==> src/rtl/tree_plru8.sv <==
module tree_plru8 #(
  parameter int SETS = 128,
  localparam int SW = $clog2(SETS)
) (
  input  logic          clk,
  input  logic          rst_n,
  input  logic [SW-1:0] set_idx,
  input  logic          acc_en,
  input  logic [2:0]    acc_way,
  input  logic          inv_en,
  output logic [2:0]    victim,
  output logic          all_full
);

  logic [6:0] tree_q  [SETS];
  logic [7:0] valid_q [SETS];

  logic [6:0] cur_tree;
  logic [7:0] cur_valid;
  assign cur_tree  = tree_q[set_idx];
  assign cur_valid = valid_q[set_idx];
  assign all_full  = &cur_valid;

  logic [2:0] first_free;
  always_comb begin
    first_free = 3'd0;
    for (int i = 7; i >= 0; i--)
      if (!cur_valid[i]) first_free = 3'(i);
  end

  logic       hi, mid;
  logic [2:0] leaf_idx;
  assign hi       = cur_tree[0];
  assign mid      = hi ? cur_tree[2] : cur_tree[1];
  assign leaf_idx = 3'd3 + {1'b0, hi, mid};

  logic [2:0] tree_way;
  assign tree_way = {hi, mid, cur_tree[leaf_idx]};
  assign victim   = all_full ? tree_way : first_free;

  logic [6:0] next_tree;
  logic [2:0] mid_pos, leaf_pos;
  assign mid_pos  = acc_way[2] ? 3'd2 : 3'd1;
  assign leaf_pos = 3'd3 + {1'b0, acc_way[2:1]};
  always_comb begin
    next_tree           = cur_tree;
    next_tree[0]        = ~acc_way[2];
    next_tree[mid_pos]  = ~acc_way[1];
    next_tree[leaf_pos] = ~acc_way[0];
  end

  logic [7:0] next_valid;
  assign next_valid = (inv_en ? 8'd0 : cur_valid) |
                      (acc_en ? (8'd1 << acc_way) : 8'd0);

  always_ff @(posedge clk or negedge rst_n) begin
    if (!rst_n) begin
      for (int s = 0; s < SETS; s++) begin
        tree_q[s]  <= '0;
        valid_q[s] <= '0;
      end
    end else begin
      if (acc_en) tree_q[set_idx] <= next_tree;
      if (acc_en || inv_en) valid_q[set_idx] <= next_valid;
    end
  end

endmodule

==> config.mk <==
export PLATFORM = sky130hd
export DESIGN_NAME = tree_plru8
export DESIGN_NICKNAME = d
export VERILOG_FILES = /design/src/rtl/tree_plru8.sv
export SDC_FILE = /design/constraint.sdc
export NUM_CORES = 2
export LEC_CHECK = 0
export BUFFER_PORTS_ARGS = -buffer_cell sky130_fd_sc_hd__buf_4
export CORE_AREA = 2 2 509 562
export CTS_BUF_LIST = sky130_fd_sc_hd__clkbuf_8
export CTS_CLUSTER_SIZE = 24
export DETAILED_ROUTE_END_ITERATION = 10
export DIE_AREA = 0 0 511 564
export SYNTH_ARGS = -nofsm -noshare
export SYNTH_HDL_FRONTEND = slang
export SYNTH_SLANG_ARGS = --single-unit
==> constraint.sdc <==
create_clock -name clk -period 8.3 [get_ports clk]
set_clock_uncertainty 0.05 [all_clocks]
set_input_delay 1.245 -clock clk [delete_from_list [all_inputs] [get_ports clk]]
set_output_delay 1.245 -clock clk [all_outputs]
set_load 0.01 [all_outputs]
==> flow_metrics.tcl <==
set metrics [dict create \
    worstPathRequired_ns 7.01 \
    cts_max_level 5 \
    cp-start-kind "input pin" \
    fin_crit_sh 1.00 \
    synth_top_area_share 0.569 \
    postCtsSetupRepairBufs 0 \
    ys_ff_latch 1920 \
    num_rows 205 \
    cts-hold-fix-buffers 0 \
    die_h_um 564 \
    drive_gt1_frac 0.121 \
    maxCapViolCount 0 \
    dpl-instance-area_um2 88300 \
    stdcell_area_um2 94800 \
    max-slew-margin-rel 0.0225 \
    cp.arrival_ns 7.01 \
    postCtsResizedCells 0 \
    via_count 68700 \
    rsz0062_at_grt "no" \
    fin_util 0.336 \
    routed-wl-met2_um 141000 \
    syn_area_um2 84500 \
    finalNonFillerCells 12400 \
    clock_path_buffers 4 \
    synth_fp_nets 8596 \
    status "complete, but fails checks" \
    clkTransAtPathRegs_ns 0.06 \
    fin_nets 8435 \
    worst_slew_pin_slew_ns 1.46 \
    drtPass1Iterations 8 \
    syn_area_per_cell_um2 9.85 \
    grt_usage 0.216 \
    yosysTopAreaCell "dfrtp_1" \
    async_flop_share 1.00 \
    ioPinCount 18 \
    synth_edf_count 0 \
    grt_pass1_wl_um 466000 \
    fill_cells 28500 \
    power_mw 23.0 \
    grt-ovfl-total 0 \
    dr.max_layer_used "met5" \
    die_w_um 511 \
    ys_types 89 \
    antenna_found_initial 19 \
    io_buffers 17 \
    cts_tree "yes" \
    violations "setup timing" \
    synth.area.top_cells "dfrtp_1 57%, o21ai_0 6.6%, a21oi_1 6.0%, nand2_1 5.8%, nor2_1 5.0%" \
    slew_viol_final 0 \
    grt_max_degree 190 \
    drc 0 \
    routed-wl-met3_um 31700 \
    placeableCoreArea_um2 282000 \
    leakage_nw 41.5 \
    routedWlPerCell_um 25.6 \
    mostFrequentLayoutCell "dfrtp_1" \
    cts.sink_count 1920 \
    cts_buffers 346 \
    ant_nets 0 \
    area_delta_synth_final_pct 12.2 \
    drt-vias-per-instance 5.55 \
    end_kind "primary output" \
    synth.yosys.warnings 0 \
    fmax_ghz 0.120 \
    min_period_ns 8.31 \
    dp.cells 11800 \
    cp_max_fo 43 \
    hp-class "in2async" \
    tns_ns -0.00877 \
    synthCells 8576 \
    gp_congestion 0.980 \
    hold_ws_ns 0.0472 \
    setup_viol 1 \
    dp_hpwl_um 200000 \
    hold_violations 0 \
    wl_met1_um 122000 \
    clock_latency_ns 1.10 \
    grt_pass1_vias 67500 \
    vdd_ir_drop_max_v 0.000190 \
    die-area_um2 288000 \
    floorplan.initialDensity 0.299 \
    synth_flop_cell "dfrtp_1" \
    cts_root_buf "clkbuf_8" \
    drt_iter0_markers 8428 \
    worstSetupPathType "in2out" \
    wirelength_um 317000 \
    p_per_area_nw_per_um2 243 \
    final_cell_mix "1,920 x dfrtp_1, 1,311 x nand2_1, 1,110 x nor2_1" \
    ys_seq_area_frac 0.569 \
    dpl_worst_slack_ns 0.278 \
    worst_slack_ns -0.00877 \
]
[metal layers]
layer,vias up,GRT usage
met5,-,0
met4,12,0.137
met2,3796,0.330
met1,34000,0.271
li1,29800,-
met3,1043,0.0570
[final timing paths]
| path | startpoint | to | slack, ns | depth (start not counted) |
|---|---|---|---|---|
| setup / recovery | set_idx[2] | victim[2] | -0.009 | 13 |
| hold / removal | rst_n | valid_q[283] | 0.05 | 1 |
| setup reg to reg | valid_q[518] | valid_q[902] | 3.54 | 9 |
| hold reg to reg | tree_q[339] | tree_q[339] | 0.42 | 2 |
| max in group asynchronous | rst_n | tree_q[204] | 5.97 | 3 |
| min in group clk | tree_q[339] | tree_q[339] | 0.42 | 2 |
[cell usage after synthesis, types with 84 or more instances]
library cell and n:
a21oi_1 1011, a221oi_1 192, a22oi_1 169, buf_2 178, clkbuf_1 474, dfrtp_1 1920, mux2_2 119, mux2i_1 175
mux4_2 119, nand2_1 1311, nor2_1 1117, o21ai_0 1110, o22ai_1 84
[flip-flops by register name, summed over array words and instances, names as in the netlist]
| signal | count |
|---|---|
| valid_q | 1024 |
| tree_q | 896 |
[cells by family (layout without fill, tap and decap cells)]
| family | after synthesis | in the layout | synth area share |
|---|---|---|---|
| AO/OA/AOI/OAI | 2863 | 2863 | 0.198 |
| AND/OR/NAND/NOR | 2574 | 2574 | 0.119 |
| flip-flops | 1920 | 1920 | 0.569 |
| buffers and inverters | 797 | 853 | 0.0445 |
| multiplexers | 416 | 416 | 0.0688 |
| adder cells (fa/ha/maj) | 6 | 6 | 0.000889 |
| other | 0 | 9 | 0 |
[area by class of cell]
cell class	count	area [µm²]	area share
flip-flops and latches	1920	48000	0.507
multi-input cells	5859	32900	0.348
clock buffers	425	5850	0.0617
well taps	3726	4660	0.0492
repair buffers	272	2600	0.0274
clock inverters	140	581	0.00613
inverters	16	67.6	0.000713
diodes	9	22.5	0.000238
[worst max-delay path: stages]
cell      delay (ns)
buf_8           0.36
buf_12          0.35
nor2b_4         0.86
buf_4           0.42
a221oi_1        0.15
o21ai_0         0.89
a32o_1          0.31
a221oi_2        0.04
nand4_1         0.32
nor4b_1         0.59
a21boi_0        0.91
buf_4           0.26
buf_4           0.12
[where the power goes]
group / leakage, nW / internal [mW] / total (mW) / switching [mW]
clock network: 3.75 / 4.56 / 8.54 / 3.97
registers: 25.7 / 10.5 / 11.2 / 0.653
logic: 12.1 / 1.14 / 3.28 / 2.13
Power figures use the tool's default switching activity.
